### src/rtl/dbgps_pkg.sv
package dbgps_pkg;
  parameter int unsigned CTRL_OFS   = 32'h310;
  parameter int unsigned STATUS_OFS = 32'h314;
  parameter int unsigned B_PWRUP    = 0;
  parameter int unsigned B_SPDN     = 1;
  parameter int unsigned B_INRST    = 2;
  parameter int unsigned B_SRST     = 3;
  parameter int unsigned STAT_USED  = 4;
endpackage

### src/rtl/dbgps_sticky.sv
module dbgps_sticky #(
  parameter logic RST_VAL = 1'b0
) (
  input  logic clk,
  input  logic rst,
  input  logic set_i,
  input  logic clr_i,
  input  logic hold_i,
  output logic q_o
);
  always_ff @(posedge clk) begin
    if (rst)                  q_o <= RST_VAL;
    else if (set_i)           q_o <= 1'b1;
    else if (clr_i && !hold_i) q_o <= 1'b0;
  end
endmodule

### src/rtl/dbgps_ctrl.sv
module dbgps_ctrl #(
  parameter bit IMPL = 1'b1
) (
  input  logic clk,
  input  logic rst,
  input  logic we_i,
  input  logic d_i,
  output logic q_o
);
  generate
    if (IMPL) begin : g_impl
      always_ff @(posedge clk) begin
        if (rst)       q_o <= 1'b0;
        else if (we_i) q_o <= d_i;
      end
    end else begin : g_none
      assign q_o = 1'b0;
    end
  endgenerate
endmodule

### src/rtl/dbgps_rdmux.sv
module dbgps_rdmux #(
  parameter int DATA_W = 32
) (
  input  logic              clk,
  input  logic              rst,
  input  logic              rd_i,
  input  logic              sel_stat_i,
  input  logic              sel_ctrl_i,
  input  logic [DATA_W-1:0] stat_i,
  input  logic              ctrl_i,
  output logic [DATA_W-1:0] rdata_o
);
  logic [DATA_W-1:0] word;

  always_comb begin
    word = '0;
    if (sel_stat_i)      word = stat_i;
    else if (sel_ctrl_i) word[0] = ctrl_i;
  end

  always_ff @(posedge clk) begin
    if (rst)       rdata_o <= '0;
    else if (rd_i) rdata_o <= word;
  end
endmodule

### src/rtl/dbg_pwr_status.sv
module dbg_pwr_status #(
  parameter int ADDR_W    = 12,
  parameter int DATA_W    = 32,
  parameter bit KEEP_IMPL = 1'b1
) (
  input  logic              clk,
  input  logic              rst,
  input  logic              rd_en,
  input  logic              wr_en,
  input  logic [ADDR_W-1:0] addr,
  input  logic [DATA_W-1:0] wdata,
  output logic [DATA_W-1:0] rdata,
  input  logic              core_in_reset,
  input  logic              core_powered,
  input  logic              pdn_event,
  output logic              keep_power_req
);
  import dbgps_pkg::*;

  localparam logic [ADDR_W-1:0] A_STAT = ADDR_W'(STATUS_OFS);
  localparam logic [ADDR_W-1:0] A_CTRL = ADDR_W'(CTRL_OFS);

  logic sel_stat, sel_ctrl, stat_rd;
  logic sticky_rst_q, sticky_pd_q;
  logic [DATA_W-1:0] stat_word;

  assign sel_stat = (addr == A_STAT);
  assign sel_ctrl = (addr == A_CTRL);
  assign stat_rd  = rd_en && sel_stat;

  dbgps_sticky #(.RST_VAL(1'b1)) u_srst (
    .clk(clk), .rst(rst), .set_i(core_in_reset), .clr_i(stat_rd),
    .hold_i(core_in_reset), .q_o(sticky_rst_q));

  dbgps_sticky #(.RST_VAL(1'b0)) u_spdn (
    .clk(clk), .rst(rst), .set_i(pdn_event), .clr_i(stat_rd),
    .hold_i(core_in_reset), .q_o(sticky_pd_q));

  dbgps_ctrl #(.IMPL(KEEP_IMPL)) u_ctrl (
    .clk(clk), .rst(rst), .we_i(wr_en && sel_ctrl), .d_i(wdata[0]),
    .q_o(keep_power_req));

  always_comb begin
    stat_word          = '0;
    stat_word[B_PWRUP] = core_powered;
    stat_word[B_SPDN]  = sticky_pd_q;
    stat_word[B_INRST] = core_in_reset;
    stat_word[B_SRST]  = sticky_rst_q;
  end

  dbgps_rdmux #(.DATA_W(DATA_W)) u_rd (
    .clk(clk), .rst(rst), .rd_i(rd_en), .sel_stat_i(sel_stat),
    .sel_ctrl_i(sel_ctrl), .stat_i(stat_word), .ctrl_i(keep_power_req),
    .rdata_o(rdata));
endmodule

### config.mk
export PLATFORM = sky130hd
export DESIGN_NAME = dbg_pwr_status
export DESIGN_NICKNAME = d
export VERILOG_FILES = /design/src/rtl/dbgps_pkg.sv /design/src/rtl/dbgps_sticky.sv /design/src/rtl/dbgps_ctrl.sv /design/src/rtl/dbgps_rdmux.sv /design/src/rtl/dbg_pwr_status.sv
export SDC_FILE = /design/constraint.sdc
export NUM_CORES = 1
export LEC_CHECK = 0
export CORE_UTILIZATION = 24
export CTS_CLUSTER_SIZE = 25
export DETAILED_ROUTE_END_ITERATION = 8
export PLACE_DENSITY = 0.92
export SYNTH_ARGS = -nofsm -noshare
export SYNTH_HDL_FRONTEND = slang
export SYNTH_SLANG_ARGS = --single-unit
export TNS_END_PERCENT = 100
### constraint.sdc
create_clock -name clk -period 3.55 [get_ports clk]
set_input_delay 0.355 -clock clk [delete_from_list [all_inputs] [get_ports clk]]
set_output_delay 0.355 -clock clk [all_outputs]
set_load 0.02 [all_outputs]
==> out/qor.txt, run 1 <==
first-pass GRT wire length: 1740 µm
# diodes: 0
GR peak layer: met2
met3 Use GR: 6.48%
met2 global-route usage: 18.7%
Comb pwr share: 27.5%
grt ovf: 0
Initial DRT Pass Iterations: 3
M1 GR Usage: 7.73%
mapped cell area: 551 µm²
top cells by area, synth: buf_4 38%, dfxtp_1 25%, a22o_1 4.8%, nor4_4 3.9%, nand3b_1 2.7%
Iter 0 DRT Violations: 7
Worst Hold Launch: u_spdn.q_o
worst skew pair latency: 0.24 ns
Switch Pwr: 63.9 µW
post_cts resized: 0
Post-CTS Setup Bufs: 0
fmax: 588 MHz
Clock Power Share: 34.1%
max-cap violation count: 0
via count: 425
worst path buffer plus inverter count: 1
unrepaired setup endpoints after global routing: no
antenna viol nets, final: 0
Final period util: 47.9%
worst r2r src: u_ctrl.q_o
cell-internal power: 144 µW
All-Layer GR Usage: 9.66%
Reg power frac: 38.4%
Synth top area share: 38.2%
initial antenna violation count: 0
Slowest cell on crit path: or4_4
pre-CTS setup slack: 1.59 ns
Setup crit start kind: primary input
layout cell share with drive strength beyond 1: 9.09%
Top Ports: 84
cell breakdown of the critical path: clkdlybuf4s50_1 > or4_4 > nor4_2 > mux2i_1
R2R depth: 2
Layout Nets: 140
Hold Path Class: register to register
P per Cell Area: 281 nW/µm²
clock-pin transition on the worst setup and hold timing paths: 0.05 ns
max-slew violation count: 0
critical path fanouts, max: 3
final instance area: 742 µm²
largest net degree at the start of global routing: 7
Switching Share: 30.7%
Overall Power: 208 µW
status: finished clean
Mapped Cells: 61
Final setup viols: 0
Routed WL: 1070 µm
Critical Path RT: 3.72 ns
Worst Setup End Kind: register
die area: 2490 µm²
PnR worst setup slack: 1.85 ns
Crit Reg-Reg Endpoint: u_rd.rdata_o[0]
dominant cell type by area after synthesis: buf_4
kind of critical path: primary input to register
R2R Setup Slk: 2.64 ns
Hold Buf Count CTS: 0
Min-Delay Path Depth: 1
post-place instance area: 716 µm²
CP max stage delay: 0.57 ns
cts bufs inserted: 3
Avg Vias per Cell: 3.70
CP delay by family, top: simple AND/OR/NAND/NOR gates
CTS Buffer Depth: 2
root buffer cell: clkbuf_4
P_leak: 0.000329 µW
Layout area overhead: 34.8%
Syn Area/Cell: 9.03 µm²
Layout Skew: 0.000103 ns
hold worst-path end: u_rd.rdata_o[1]
CTS tree: built
Yosys warning total: 0
Unique masters post-synth: 20
HPWL after DPL: 945 µm
Port Buf Inserts: 24
# clock sinks: 7
post-synthesis sequential area ratio: 25.5%
setup tns final: 0 ns
Final Hold Viols: 0
Die Wd: 49.9 µm
IR drop worst, VDD: 0.000159 V
DRC viols: 0
Yosys reg bits: 7
Starting Density: 26.7%
# H-tree levels: 1
Die Y: 49.9 µm
CORE AREA: 2060 µm²
row count: 16
Routed WL per cell: 9.34 µm
RD Place Congestion: 0.670
Tmin final: 1.70 ns
vias in the first global route: 415
Arr. time, crit path: 1.87 ns
==> cell usage after synthesis <==
cell       n
a211oi_1   1
a22o_1     3
a41o_1     1
buf_4     28
conb_1     1
dfxtp_1    7
inv_1      1
mux2_2     1
mux2i_1    1
nand2_1    3
nand2b_1   1
nand3b_1   2
nor2_1     3
nor3_1     2
nor3b_1    1
nor4_2     1
nor4_4     1
o21bai_1   1
or4_4      1
or4b_4     1
==> logic make-up after synthesis <==
| family | share of synthesized area, % |
|---|---|
| other cells | 0.681 |
| simple gates | 21.8 |
| buf+inv | 38.9 |
| mux | 3.86 |
| flops | 25.5 |
| compound gates | 9.32 |
==> cell usage in the layout, fill, tap and decap left out <==
cell type | Yosys | layout
a22o_1 | 3 | 3
dfxtp_1 | 7 | 7
nand2_1 | 3 | 3
clkbuf_1 | 0 | 1
nor4_4 | 1 | 1
nor3_1 | 2 | 2
o21bai_1 | 1 | 1
nand2b_1 | 1 | 1
or4b_4 | 1 | 1
nor2_1 | 3 | 3
nand3b_1 | 2 | 2
nor4_2 | 1 | 1
clkdlybuf4s50_1 | 0 | 24
conb_1 | 1 | 28
or4_4 | 1 | 1
nor3b_1 | 1 | 1
mux2_2 | 1 | 1
clkbuf_4 | 0 | 3
a211oi_1 | 1 | 1
a41o_1 | 1 | 1
mux2i_1 | 1 | 1
inv_1 | 1 | 1
==> metrics by stage <==
stage	cells	hold slack (ns)	utilization, %
3_3_place_gp	111	0.451	34.7
5_1_grt	115	0.496	36.0
4_1_cts	115	0.471	36.0
3_5_place_dp	111	0.460	34.7
2_1_floorplan	88	0.428	-
6_report	115	0.475	36.0
==> metal layers <==
metal,vias to the layer above,share of wire [%]
met5,-,0
met4,0,0
met3,0,8.7
met2,29,55
met1,191,36
li1,205,-
==> registers in the layout (all words and copies together) (netlist names) <==
signal        cells
u_srst.q_o        1
u_rd.rdata_o      4
u_spdn.q_o        1
u_ctrl.q_o        1
==> worst reg2reg max path, delay by kind of cell (launching register included) <==
family	cells	cell delay (ns)
muxes	1	0.25
AOI/OAI and AO/OA	1	0.22
DFF	1	0.32
==> worst max-delay path by stage <==
stage	startpoint	endpoint	slack, ns	depth (start not counted)
after floorplan	addr[7]	u_ctrl.q_o	2.10	3
after global placement	addr[7]	u_ctrl.q_o	1.64	4
after detailed placement	addr[7]	u_ctrl.q_o	1.59	4
after CTS	addr[7]	u_ctrl.q_o	1.84	4
after global routing	addr[7]	u_ctrl.q_o	1.77	4
final	addr[7]	u_ctrl.q_o	1.85	4
==> layout make-up <==
type	instances	area [µm²]
Clock buffer	4	26.3
Sequential cell	7	140
Tap cell	27	33.8
Inverter	1	3.75
Timing Repair Buffer	24	240
Multi-Input combinational cell	52	298
Fill cell	225	1320
==> power groups by stage <==
stage	sequential (µW)	clock, µW	combinational (µW)
after floorplan	81.4	0	56.4
after global placement	81.5	0	55.8
after detailed placement	81.5	0	56.9
after CTS	79.8	73.8	57.0
after global routing	79.9	82.0	61.2
final	79.9	70.9	57.3
No activity file was read; power rests on OpenSTA's default activity.
==> run 2: changes to the inputs <==
Settings changed: CORE_UTILIZATION 24 to 20, PLACE_DENSITY 0.92 to 0.83.
Clock period 3.55 ns to 1.5 ns, I/O delays scaled along.
==> out/qor.txt, run 2 (synthesized netlist as in run 1, its figures left out) <==
status: finished clean
max-cap violation count: 0 (unchanged)
CP max stage delay: 0.59 ns (+0.02 ns)
RD Place Congestion: 0.676 (+0.96%)
Largest Register: u_rd.rdata_o
Final setup viols: 0 (unchanged)
Die Wd: 54.5 µm (+9.2%)
Top Ports: 84 (unchanged)
Port Buf Inserts: 24 (unchanged)
fmax: 675 MHz
Comb pwr share: 28.5% (+1.0 points)
Crit Reg-Reg Endpoint: u_rd.rdata_o[0]
WP depth: 4 (unchanged)
Arr. time, crit path: 1.59 ns (-0.28 ns)
Layout Nets: 141 (+0.71%)
worst r2r src: u_ctrl.q_o
kind of critical path: primary input to register
Tmin final: 1.48 ns
# diodes: 0 (unchanged)
post-place instance area: 727 µm² (+1.6%)
max-slew violation count: 0 (unchanged)
Final Hold Viols: 0 (unchanged)
Routed WL per cell: 9.55 µm (+2.3%)
cts bufs inserted: 3 (unchanged)
Final period util: 98.8%
Post-CTS Setup Bufs: 0 (unchanged)
Worst Setup End Kind: register
grt ovf: 0 (unchanged)
# H-tree levels: 1 (unchanged)
worst setup path end: u_spdn.q_o
DRC viols: 0 (unchanged)
R2R depth: 2 (unchanged)
layout cell share with drive strength beyond 1: 10.1% (+1.0 points)
Hold Buf Count CTS: 0 (unchanged)
root buffer cell: clkbuf_4
cell breakdown of the critical path: clkdlybuf4s50_1 > or4_4 > nor3_1 > a211oi_1
Clock Power Share: 33.0% (-1.1 points)
via count: 436 (+2.6%)
Routed WL: 1140 µm (+5.9%)
Die Y: 54.5 µm (+9.2%)
Layout area overhead: 39.3%
initial antenna violation count: 0 (unchanged)
Avg Vias per Cell: 3.66 (-0.86%)
HPWL after DPL: 1020 µm (+7.6%)
Hold Path Class: primary input to register
Iter 0 DRT Violations: 7 (unchanged)
# clock sinks: 7 (unchanged)
Largest register FFs: 4 (unchanged)
clock-pin transition on the worst setup and hold timing paths: 0.05 ns (about the same)
final instance area: 767 µm² (+3.4%)
setup tns final: 0 ns (unchanged)
Critical Path RT: 1.61 ns (-2.11 ns)
CTS Buffer Depth: 2 (unchanged)
commonest non-fill, non-tap cell in the layout: conb_1
P_leak: 0.000362 µW (+10%)
Switch Pwr: 150 µW (+130%)
first-pass GRT wire length: 1700 µm (-2.0%)
Starting Density: 21.6% (-5.1 points)
Setup crit start: addr[0]
CP delay by family, top: simple AND/OR/NAND/NOR gates
most frequent cells in the layout: 28 x conb_1, 22 x clkdlybuf4s50_1, 7 x dfxtp_1
FILL cells: 276 (+23%)
Switching Share: 30.4% (-0.28 points)
Setup crit start kind: primary input
CORE AREA: 2540 µm² (+23%)
R2R Setup Slk: 0.59 ns (-2.05 ns)
All-Layer GR Usage: 8.42% (-1.2 points)
P per Cell Area: 641 nW/µm² (+130%)
Initial DRT Pass Iterations: 4 (+1)
vias in the first global route: 442 (+6.5%)
die area: 2970 µm² (+19%)
worst skew pair latency: 0.24 ns (about the same)
row count: 18 (+2)
worst path buffer plus inverter count: 1 (unchanged)
IR drop worst, VDD: 0.000249 V (+57%)
CTS tree: built
Layout Skew: 0.000898 ns (+0.000795 ns)
critical path fanouts, max: 3 (unchanged)
Slowest cell on crit path: or4_4
antenna viol nets, final: 0 (unchanged)
cell-internal power: 342 µW (+140%)
Reg power frac: 38.5% (about the same)
largest net degree at the start of global routing: 6 (-1)
-- run 2: how the worst min path moves through the flow --
stage                           from               to  slack (ns)  depth (start not counted)
after floorplan                  rst       u_spdn.q_o        0.22                          1
after global placement    u_srst.q_o  u_rd.rdata_o[3]        0.45                          1
after detailed placement  u_spdn.q_o  u_rd.rdata_o[1]        0.47                          1
after CTS                 u_srst.q_o  u_rd.rdata_o[3]        0.48                          1
after global routing         addr[3]       u_ctrl.q_o        0.38                          4
final                        addr[3]       u_ctrl.q_o        0.37                          4
-- run 2: through the flow --
step           utilization (%)  hold WS (ns)  power (µW)  worst slack (ns)  cells
2_1_floorplan                -         0.223         326             0.258     88
3_3_place_gp              28.6         0.453         328            -0.189    115
3_5_place_dp              28.6         0.469         331            -0.250    115
4_1_cts                   29.6         0.482         497            0.0108    119
5_1_grt                   30.1         0.384         528           -0.0170    119
6_report                  30.1         0.375         492            0.0183    119
-- run 2: power by group through the flow --
stage	Sequential, µW	Combinational (µW)	Clock (µW)
global placement	193	135	0
finish	189	140	163
CTS	189	138	170
global route	189	150	189
floorplan	193	134	0
detailed placement	193	137	0
-- run 2: cell type report --
cell class                 instances  area, µm²  area share [%]
multi-input combinational         52        307            40.0
clock buffer                       4       26.3            3.43
inverter                           1       3.75           0.489
timing repair buffer              25        253            33.0
tap                               30       37.5            4.89
sequential                         7        140            18.3
-- run 2: routing by layer --
metal  up-vias  wire length (µm)  share of wire [%]  global-route usage [%]
met5         -                 0                  0                       0
met4         0                 0                  0                    2.56
met3         0               103                9.1                    4.17
met2        28               626                 55                    17.1
met1       199               407                 36                    6.87
li1        209                 -                  -                       -
-- run 2: worst reg2reg max path: cells and delay by family (launching register included) --
family | cells | cell delay [ns]
mux | 1 | 0.26
flops | 1 | 0.32
compound gates | 1 | 0.23
-- run 2: timing repair --
| item | in CTS | in global routing |
|---|---|---|
| gates resized for setup | 0 | 3 |
| endpoints found under the setup margin | 0 | 3 |
| hold endpoints to repair | 0 | 0 |
